`src/rtl/pci_cfg_io_port.sv`:
```
module pci_cfg_io_port #(
  parameter logic [31:0] ADDR_RESET = 32'h0
) (
  input  logic        clk,
  input  logic        rst_n,
  input  logic        h_valid,
  output logic        h_ready,
  input  logic        h_we,
  input  logic [3:0]  h_off,
  input  logic [1:0]  h_size,
  input  logic [31:0] h_wdata,
  output logic        h_done,
  output logic        h_err,
  output logic [31:0] h_rdata,
  output logic        d_req,
  output logic        d_io,
  output logic        d_we,
  output logic [31:0] d_addr,
  output logic [3:0]  d_be,
  output logic [31:0] d_wdata,
  input  logic        d_ack,
  input  logic [31:0] d_rdata
);
  localparam logic [1:0] WIN_ADDR = 2'd0;
  localparam logic [1:0] WIN_CFG  = 2'd1;
  localparam logic [1:0] WIN_IO   = 2'd2;

  function automatic logic [31:0] size_mask(input logic [1:0] sz);
    case (sz)
      2'd0:    size_mask = 32'h0000_00FF;
      2'd1:    size_mask = 32'h0000_FFFF;
      default: size_mask = 32'hFFFF_FFFF;
    endcase
  endfunction

  function automatic logic [31:0] reorder(input logic [31:0] v, input logic [1:0] sz);
    case (sz)
      2'd0:    reorder = {24'h0, v[7:0]};
      2'd1:    reorder = {16'h0, v[7:0], v[15:8]};
      default: reorder = {v[7:0], v[15:8], v[23:16], v[31:24]};
    endcase
  endfunction

  logic [31:0] addr_raw;
  logic        busy;
  logic [1:0]  q_lo, q_size;
  logic        legal;

  wire [1:0]  win    = h_off[3:2];
  wire [1:0]  lo     = h_off[1:0];
  wire        accept = h_valid && h_ready;
  wire [31:0] eff    = {addr_raw[31:2], 2'b00};
  wire [3:0]  lanes  = (h_size == 2'd0) ? 4'b0001 : (h_size == 2'd1) ? 4'b0011 : 4'b1111;
  wire [31:0] w_val  = (win == WIN_IO) ? reorder(h_wdata, h_size) : (h_wdata & size_mask(h_size));
  wire [31:0] r_sh   = d_rdata >> {q_lo, 3'b000};
  wire [31:0] r_val  = d_io ? reorder(r_sh, q_size) : (r_sh & size_mask(q_size));

  assign h_ready = !busy && !h_done;
  assign d_req   = busy;

  always_comb begin
    legal = 1'b0;
    if (h_size != 2'd3) begin
      case (win)
        WIN_ADDR: legal = (h_size == 2'd2) && (lo == 2'd0);
        WIN_CFG:  legal = (h_size == 2'd0) || (h_size == 2'd1 && !lo[0]) || (lo == 2'd0);
        WIN_IO:   legal = (lo == 2'd0) || (lo == 2'd2 && h_size != 2'd2) || (h_size == 2'd0);
        default:  legal = 1'b0;
      endcase
    end
  end

  always_ff @(posedge clk) begin
    if (!rst_n) begin
      addr_raw <= ADDR_RESET;
      busy     <= 1'b0;
      h_done   <= 1'b0;
      h_err    <= 1'b0;
      h_rdata  <= '0;
      d_io     <= 1'b0;
      d_we     <= 1'b0;
      d_addr   <= '0;
      d_be     <= '0;
      d_wdata  <= '0;
      q_lo     <= '0;
      q_size   <= '0;
    end else begin
      h_done <= 1'b0;
      if (accept) begin
        if (!legal) begin
          h_done  <= 1'b1;
          h_err   <= 1'b1;
          h_rdata <= '0;
        end else if (win == WIN_ADDR) begin
          h_done  <= 1'b1;
          h_err   <= 1'b0;
          h_rdata <= h_we ? 32'h0 : addr_raw;
          if (h_we) addr_raw <= h_wdata;
        end else begin
          busy    <= 1'b1;
          d_io    <= (win == WIN_IO);
          d_we    <= h_we;
          d_addr  <= (win == WIN_IO) ? eff + {30'h0, lo} : (eff | {30'h0, lo});
          d_be    <= lanes << lo;
          d_wdata <= w_val << {lo, 3'b000};
          q_lo    <= lo;
          q_size  <= h_size;
        end
      end else if (busy && d_ack) begin
        busy    <= 1'b0;
        h_done  <= 1'b1;
        h_err   <= 1'b0;
        h_rdata <= d_we ? 32'h0 : r_val;
      end
    end
  end
endmodule

```
`config.mk`:
```
export PLATFORM = sky130hd
export DESIGN_NAME = pci_cfg_io_port
export DESIGN_NICKNAME = d
export VERILOG_FILES = /design/src/rtl/pci_cfg_io_port.sv
export SDC_FILE = /design/constraint.sdc
export NUM_CORES = 1
export LEC_CHECK = 0
export BUFFER_PORTS_ARGS = -buffer_cell sky130_fd_sc_hd__clkbuf_2
export CAP_MARGIN = 20
export CORE_MARGIN = 5
export CORE_UTILIZATION = 52
export DETAILED_ROUTE_END_ITERATION = 8
export GPL_TIMING_DRIVEN = 0
export MAX_ROUTING_LAYER = met4
export PLACE_DENSITY = 0.85
export SLEW_MARGIN = 20
export SYNTH_ARGS = -nofsm -noshare
export SYNTH_HDL_FRONTEND = slang
export SYNTH_SLANG_ARGS = --single-unit
```
`constraint.sdc`:
```
create_clock -name clk -period 2.55 [get_ports clk]
set_input_delay 0.3825 -clock clk [delete_from_list [all_inputs] [get_ports clk]]
set_output_delay 0.3825 -clock clk [all_outputs]
set_load 0.02 [all_outputs]
```
==> impl_metrics.csv, run 1 <==
group,metric,value,unit
route,routedWlPerCell,24.11,um
die,core,14370,um^2
route,wirelength,32160,um
place,dp_cells,1302,
power,power_density,641.4,nW/um^2
synth,synth_seq_cells,139,
worst_hold_path,hp-class,"primary input to register",
clock_network,cts_setup_buffers,0,
synth,synth_async_sr_flop_share,0,%
timing,min_period,2.421,ns
grt,grt_usage,38.51,%
power,intPower,4.161,mW
run_status,status,"finished, final reports clean",
route,drtIter0Drc,1045,
worst_hold_path,hold_end,"addr_raw[16]",
clock_network,root_buffer,"clkbuf_16",
setup_path,cp.arrival,2.71,ns
timing,slew_headroom,26.67,%
layout,num-nets-final,1212,
timing,setup_tns,0,ns
layout,n_antenna_cell,0,
synth,seq_area_frac_synth,36.93,%
timing,drv_slew,0,
grt,antenna_found_initial,0,
route,ant_nets,0,
synth,ys_top_cells_by_area,"dfxtp_1 37%, nand2_1 11%, a21boi_0 7.4%",
power,p_seq_share,38.8,%
die,die-height,130.4,um
die,start_util,52.45,%
power,p_leak,3.527,nW
clock_network,clkSlewWorstSetupHoldPaths,0.07,ns
synth,synth_top_area_share,36.93,%
place,portBuffers,178,
route,first_pass_iters,6,
worst_hold_path,hold_start,"h_wdata[16]",
setup_path,cp-end-kind,"register",
setup_path,cp.required,2.84,ns
synth,synth_warnings,0,
layout,areaGrowthSynthToFinish,23.49,%
die,fp-row-count,44,
timing,finalHoldViolations,0,
power,irDropWorstVdd,0.6426,mV
grt,grt_pass1_wl,47900,um
timing,rsz0062_at_grt,"no",
synth,yosysMostFrequentCell,"nand2_1",
synth,synth_fp_nets,1015,
synth,synth_edf_count,0,
synth,yosys.area.top_type,"dfxtp_1",
layout,layout-drive-gt1-share,22.52,%
timing,hold_slack,0.2532,ns
power,comb_power_share,17.0,%
synth,synth_area,7536,um^2
clock_network,cts_sinks,139,
layout,fill_cells,1247,
run,drv_cap,0,
layout,finish.utilization,64.77,%
clock_network,cts-buffers-inserted,17,
synth,synthFlopType,"dfxtp_1",
setup_path,r2r-start,"d_io",
synth,syn-instance-count,940,
timing,timing.fmax,413.0,MHz
clock_network,htreeDepth,4,
setup_path,r2r_end,"h_rdata[9]",
setup_path,crit_type,"register to register",
clock_network,cts_tree,"built",
die,die_area,17000,um^2
grt,grt_max_degree,17,
layout,finish.instance_area,9306,um^2
worst_hold_path,hold_depth,3,
route,via_count,8497,
clock_network,clockBufferDepth,2,
synth,synthDistinctLibCells,53,
route,drc_errors,0,
die,io_pins,181,
setup_path,rr_worst_depth,6,
timing,period_share,94.96,%
timing,setup_slack,0.1286,ns
place,dp_hpwl,24390,um
timing,fin_skew,0.01052,ns
power,switching_share,30.28,%
place,placed_cell_area,8657,um^2
power,power,5.969,mW
setup_path,start_kind,"register",
die,die_x,130.4,um
setup_path,reg2reg_slack,0.13,ns
layout,multi_input_area,4383,um^2
timing,setup_viol,0,
power,p_clk_share,44.2,%
place,place.gp.congestion,1.047,
clock_network,worstSkewPairLatency,0.43,ns
power,netSwitchingPower,1.808,mW
grt,grt_pass1_vias,8205,
layout,final_cells,1334,
timing,worstMarginPinSlew,1.098,ns
grt,grt_overflow,0,
layout,register_area,2783,um^2
route,viasPerCell,6.370,
synth,avgSynthCellArea,8.017,um^2
synth,synth_common_cells,"220 x nand2_1, 139 x dfxtp_1, 74 x a21boi_0",
setup_path,cp_max_fo,10,
place,place_ws,-0.3514,ns
## registers in the layout, summed over array words and instances, names as in the netlist
signal    cells
h_err         1
addr_raw     32
d_we          1
d_addr       32
d_wdata      32
d_req         1
d_be          4
h_rdata      32
d_io          1
q_size        2
h_done        1
## worst max-delay path, stage by stage, from the launching register on
cell and delay [ns]:
dfxtp_1 0.38, clkbuf_1 0.35, clkbuf_1 0.46, clkbuf_1 0.45, o221ai_1 0.22, o311ai_0 0.23
a31oi_1 0.19
## worst max-delay path by stage
stage               startpoint          end  slack (ns)  cells after the start
finish                    d_io   h_rdata[9]        0.13                      6
global route             d_req  d_wdata[29]        0.02                      7
CTS                      d_req  h_rdata[25]        0.06                      6
detailed placement   h_size[1]  d_wdata[23]       -0.35                      7
global placement     h_size[1]  d_wdata[16]       -0.39                      7
floorplan             h_off[1]   d_wdata[4]        0.51                      8
## layout by cell type, fill, tap and decap left out, drive strengths merged, types with 8 or more instances in the layout
cell     Yosys  routed
nand2      220     220
a31oi       16      16
nand3       23      23
buf         20      20
a32oi        8       8
inv          7      14
a21boi      79      79
a22oi       10      10
dfxtp      139     139
a21oi       40      40
nand3b      10      10
mux4         8       8
and2        11      11
or3         18      18
mux2i       26      26
o221ai      11      11
o2111ai     14      14
o21ai       69      69
mux2        16      16
a21o        14      14
o2bb2ai      9       9
nor2        19      19
clkbuf      67     262
## cell families (layout without fill, tap and decap cells)
kind of cell           after synthesis  after routing  synth area share, %
AND/OR/NAND/NOR                    328            328                19.36
multiplexers                        50             50                8.235
AO/OA/AOI/OAI                      327            327                30.33
buffers and inverters               96            306                5.147
flip-flops                         139            139                36.93
## power groups by stage
| stage | clock (mW) | combinational, mW | sequential, mW |
|---|---|---|---|
| after floorplan | 0 | 0.473 | 2.44 |
| after detailed placement | 0 | 0.975 | 2.36 |
| after global routing | 2.76 | 1.07 | 2.32 |
| final | 2.64 | 1.01 | 2.32 |
| after CTS | 2.64 | 0.983 | 2.31 |
| after global placement | 0 | 0.978 | 2.36 |
## final cells by class
cell class,count,area share (%)
clock buffers,17,4.571
well taps,184,2.474
plain buffers,87,3.832
repair buffers,178,9.572
flip-flops and latches,139,29.90
multi-input cells,705,47.10
inverters,9,0.3630
clock inverters,15,2.191
## per-layer routing
layer	vias up	track usage, %	routed length [um]
met4	0	22.14	1832
li1	3823	-	-
met3	120	8.293	3272
met1	3980	47.18	12430
met2	574	58.78	14630
met5	-	-	0
## repair_timing
| item | in CTS | in global routing |
|---|---|---|
| pin swaps | 0 | 0 |
| hold buffers | 0 | 0 |
| gates resized for setup | 2 | 6 |
| setup endpoints to repair | 22 | 19 |
| hold endpoints to repair | 0 | 0 |
No activity file was read; power rests on OpenSTA's default activity.
==> inputs of run 2 (changes only) <==
==> constraint.sdc (replaced) <==
create_clock -name clk -period 2.6 [get_ports clk]
set_input_delay 0.39 -clock clk [delete_from_list [all_inputs] [get_ports clk]]
set_output_delay 0.39 -clock clk [all_outputs]
set_load 0.02 [all_outputs]
==> impl_metrics.csv, run 2 (synthesis gave the netlist of run 1 again) <==
group,metric,value,unit
die,die_area,17000,um^2
setup_path,cp.required,2.92,ns
timing,min_period,2.575,ns
layout,areaGrowthSynthToFinish,23.43,%
timing,timing.fmax,388.4,MHz
clock_network,cts_setup_buffers,0,
setup_path,cp_max_fo,10,
timing,rsz0062_at_grt,"no",
setup_path,cpPeakStageDelay,0.57,ns
layout,n_antenna_cell,0,
die,die_x,130.4,um
place,dp_hpwl,24390,um
route,routedWlPerCell,24.02,um
timing,period_share,99.03,%
grt,grt_max_degree,17,
die,die-height,130.4,um
run,drv_cap,0,
timing,finalHoldViolations,0,
power,intPower,4.081,mW
grt,antenna_found_initial,0,
power,p_leak,3.520,nW
route,ant_nets,0,
grt,grt_pass1_vias,8214,
route,drc_errors,0,
timing,drv_slew,0,
timing,setup_viol,0,
grt,grtUsageMet2,58.45,%
clock_network,cts_hold_buf,0,
layout,multi_input_area,4380,um^2
setup_path,cp_cell_sequence,"or3b_1 > buf_2 > nor3_2 > clkbuf_1 > o221ai_1 > o211a_1",
clock_network,worstSkewPairLatency,0.43,ns
timing,worstMarginPinSlew,1.133,ns
setup_path,cp-end-kind,"register",
clock_network,clockBufferDepth,2,
clock_network,cts_sinks,139,
die,core,14370,um^2
die,fp-row-count,44,
route,viasPerCell,6.378,
power,power_density,629.1,nW/um^2
timing,hold_slack,0.2560,ns
route,wirelength,32040,um
power,irDropWorstVdd,0.6265,mV
power,p_seq_share,38.8,%
setup_path,cpMaxStageDelayCell,"clkbuf_1",
power,power,5.852,mW
route,drtIter0Drc,1132,
grt,grt_pass1_wl,47930,um
clock_network,cts_tree,"built",
grt,grt_overflow,0,
place,place.gp.congestion,1.047,
clock_network,clkSlewWorstSetupHoldPaths,0.06,ns
layout,num-nets-final,1212,
clock_network,root_buffer,"clkbuf_16",
clock_network,htreeDepth,4,
timing,slew_headroom,24.31,%
setup_path,cp.arrival,2.90,ns
timing,fin_skew,0.008309,ns
worst_hold_path,hp-class,"primary input to register",
layout,layout-drive-gt1-share,22.26,%
run_status,status,"finished, final reports clean",
die,io_pins,181,
power,switching_share,30.26,%
power,p_clk_share,44.3,%
layout,final_cell_mix,"220 x nand2_1, 178 x clkbuf_2, 139 x dfxtp_1",
setup_path,start_kind,"register",
grt,grt-busiest-layer,"met2",
layout,final_common_cell,"nand2_1",
clock_network,cts-buffers-inserted,17,
route,first_pass_iters,7,
grt,use_met1,47.31,%
route,via_count,8508,
grt,grt_usage,38.52,%
place,portBuffers,178,
die,start_util,52.45,%
grt,met3_usage,8.171,%
layout,fill_cells,1249,
layout,finish.utilization,64.73,%
power,netSwitchingPower,1.771,mW
setup_path,crit_type,"register to register",
power,comb_power_share,16.9,%
layout,register_area,2783,um^2
run 2: changes by cell type in the layout (fill, tap and decap cells not counted):
cell	previous run	this run
clkbuf_1	65	67
clkbuf_2	180	178
nor2_1	18	19
nor2_2	1	0
run 2: worst paths after layout:
kind                   start           to  slack (ns)  cells past startpoint
setup / recovery      h_done  d_wdata[23]        0.03                      6
hold / removal          h_we         d_we        0.26                      3
setup reg to reg      h_done  d_wdata[23]        0.03                      6
hold reg to reg   d_wdata[6]   d_wdata[6]        0.45                      2
run 2: timing repair:
item | CTS | global route
endpoints found under the setup margin | 6 | 30
resized for setup | 1 | 2
pin swaps | 0 | 0
run 2: final cells by class:
type	count	share of cell area (%)
Sequential cell	139	29.92
Clock buffer	17	4.574
Tap cell	184	2.475
Clock inverter	15	2.193
Multi-Input combinational cell	705	47.09
Inverter	9	0.3632
Buffer	87	3.807
Timing Repair Buffer	178	9.578
run 2: worst max-delay path: cells and delay by family (launching register included):
kind | cells | cell delay [ns]
AND/OR/NAND/NOR | 2 | 0.82
buffers and inverters | 2 | 0.74
AO/OA/AOI/OAI | 2 | 0.50
flip-flops | 1 | 0.40
run 2: through the flow:
step / TNS (ns) / instances / instance area, um^2 / setup slack, ns
finish: 0 / 1334 / 9301 / 0.02524
global route: 0 / 1334 / 9301 / 0.02242
CTS: 0 / 1334 / 9291 / 0.02214
detailed placement: -5.408 / 1302 / 8657 / -0.3089
global placement: -5.129 / 1302 / 8657 / -0.3509
floorplan: 0 / 940 / 7536 / 0.5532
run 2: power groups by stage:
| stage | clock network (mW) | logic, mW | registers (mW) |
|---|---|---|---|
| global placement | 0 | 0.959 | 2.31 |
| finish | 2.59 | 0.991 | 2.27 |
| detailed placement | 0 | 0.956 | 2.31 |
| global route | 2.70 | 1.05 | 2.28 |
| floorplan | 0 | 0.464 | 2.40 |
| CTS | 2.59 | 0.964 | 2.27 |
run 2: layer usage:
metal  vias to the layer above  wire length [um]  share of wire [%]
met3                       132              3424                 11
li1                       3819                 -                  -
met5                         -                 0                  0
met2                       583             14450                 45
met1                      3974             12160                 38
met4                         0              2000                6.2
==> inputs of run 3 (changes only) <==
--- a/config.mk
+++ b/config.mk
@@ -13,6 +13,7 @@
 export GPL_TIMING_DRIVEN = 0
 export MAX_ROUTING_LAYER = met4
 export PLACE_DENSITY = 0.85
+export REMOVE_ABC_BUFFERS = 1
 export SLEW_MARGIN = 20
 export SYNTH_ARGS = -nofsm -noshare
 export SYNTH_HDL_FRONTEND = slang
==> constraint.sdc (replaced) <==
create_clock -name clk -period 3.05 [get_ports clk]
set_input_delay 0.4575 -clock clk [delete_from_list [all_inputs] [get_ports clk]]
set_output_delay 0.4575 -clock clk [all_outputs]
set_load 0.02 [all_outputs]
==> impl_metrics.csv, run 3 (synthesis gave the netlist of run 1 again) <==
group,metric,value,unit
grt,grt_pass1_wl,37180,um
clock_network,cts_hold_buf,0,
timing,setup_slack,0.4428,ns
worst_hold_path,hold_depth,3,
die,die_x,130.4,um
timing,rsz0062_at_grt,"no",
timing,slew_headroom,25.71,%
setup_path,start_kind,"primary input",
setup_path,cp-end-kind,"register",
route,routedWlPerCell,19.43,um
layout,final_cell_mix,"220 x nand2_1, 179 x clkbuf_2, 136 x dfxtp_1",
power,p_leak,3.508,nW
clock_network,root_buffer,"clkbuf_16",
worst_hold_path,hold_start,"h_wdata[19]",
setup_path,crit_type,"primary input to register",
place,place_ws,0.02781,ns
timing,min_period,2.607,ns
grt,grt_pass1_vias,7012,
grt,antenna_found_initial,0,
die,io_pins,181,
power,power,4.973,mW
run,drv_cap,0,
timing,timing.fmax,383.5,MHz
worst_hold_path,hold_end,"addr_raw[19]",
clock_network,worstSkewPairLatency,0.44,ns
timing,finalHoldViolations,0,
layout,n_antenna_cell,0,
die,die-height,130.4,um
setup_path,cp.required,3.42,ns
grt,grt_overflow,0,
clock_network,cts-buffers-inserted,17,
die,start_util,52.45,%
layout,layout-drive-gt1-share,24.61,%
grt,grt_usage,28.69,%
layout,final_common_cell,"nand2_1",
power,irDropWorstVdd,0.3989,mV
route,drc_errors,0,
route,wirelength,24580,um
clock_network,cts_sinks,139,
setup_path,rr_worst_depth,5,
timing,period_share,85.48,%
setup_path,reg2reg_slack,0.50,ns
place,place.gp.congestion,0.9258,
route,drtIter0Drc,934,
place,dp_hpwl,17060,um
clock_network,cts_tree,"built",
clock_network,clkSlewWorstSetupHoldPaths,0.06,ns
grt,grt_max_degree,80,
timing,fin_skew,0.01144,ns
clock_network,clockBufferDepth,2,
die,core,14370,um^2
route,viasPerCell,6.246,
layout,num-nets-final,1143,
setup_path,cp.arrival,2.98,ns
timing,drv_slew,0,
clock_network,cts_setup_buffers,0,
place,portBuffers,180,
worst_hold_path,hp-class,"primary input to register",
route,ant_nets,0,
timing,setup_viol,0,
route,via_count,7901,
die,fp-row-count,44,
run_status,status,"finished, final reports clean",
clock_network,post_cts_resized,0,
die,die_area,17000,um^2
power,power_density,539.1,nW/um^2
timing,worstMarginPinSlew,1.110,ns
clock_network,htreeDepth,4,
setup_path,cp_max_fo,52,
setup_path,r2r_end,"d_wdata[12]",
setup_path,r2r-start,"d_req",
layout,areaGrowthSynthToFinish,22.41,%
route,first_pass_iters,6,
==> run 3: cell count changes in the layout (fill, tap and decap cells not counted), moves of 4 or more <==
cell      before  now
clkbuf_1      67    1
buf_2         13    0
buf_4          1    8
buf_1          5    0
clkbuf_8       0    5
inv_8          4    0
==> run 3: layer usage <==
metal	up-vias	share of wire [%]	routed length (um)	GRT usage (%)
li1	3672	-	-	-
met1	3666	42	10340	38.23
met2	500	45	11080	42.88
met3	63	10	2535	5.569
met4	0	2.5	623	11.92
met5	-	0	0	-
==> run 3: worst max-delay path by stage <==
stage / start / end / slack, ns
after floorplan: h_size[1] / d_wdata[16] / -1.59
after global placement: h_size[1] / d_wdata[23] / -4.51
after detailed placement: h_size[1] / d_wdata[12] / 0.03
after CTS: h_size[1] / d_wdata[12] / 0.47
after global routing: h_size[1] / d_addr[21] / 0.24
final: h_size[1] / d_wdata[12] / 0.44
==> run 3: where the power goes <==
part	internal [mW]	switching [mW]	total (mW)
Sequential	1.89	0.0555	1.94
Clock	1.45	0.816	2.27
Combinational	0.276	0.483	0.759
==> run 3: metrics by stage <==
step	TNS, ns	area [um^2]	hold WS [ns]	instances	util [%]
3_5_place_dp	0	8569	0.4474	1232	59.64
5_1_grt	0	9225	0.2998	1265	64.20
2_1_floorplan	-66.24	7182	0.4437	853	-
4_1_cts	0	9216	0.2797	1264	64.14
3_3_place_gp	-313.01	8313	0.4392	1217	57.85
6_report	0	9225	0.2870	1265	64.20
==> run 3: area by class of cell <==
class | instances | area [um^2]
fillers | 1201 | 5144
clock inverters | 10 | 162.7
multi-input cells | 705 | 4410
flip-flops and latches | 139 | 2786
inverters | 9 | 33.78
clock buffers | 22 | 484.2
well taps | 184 | 230.2
repair buffers | 196 | 1117
==> run 3: worst max-delay path, stage by stage <==
cell and delay [ns]:
clkbuf_2 0.34, o21ai_0 0.35, nand4_2 0.24, or3_4 0.60
buf_12 0.24, nor3b_2 0.47, a32o_1 0.21
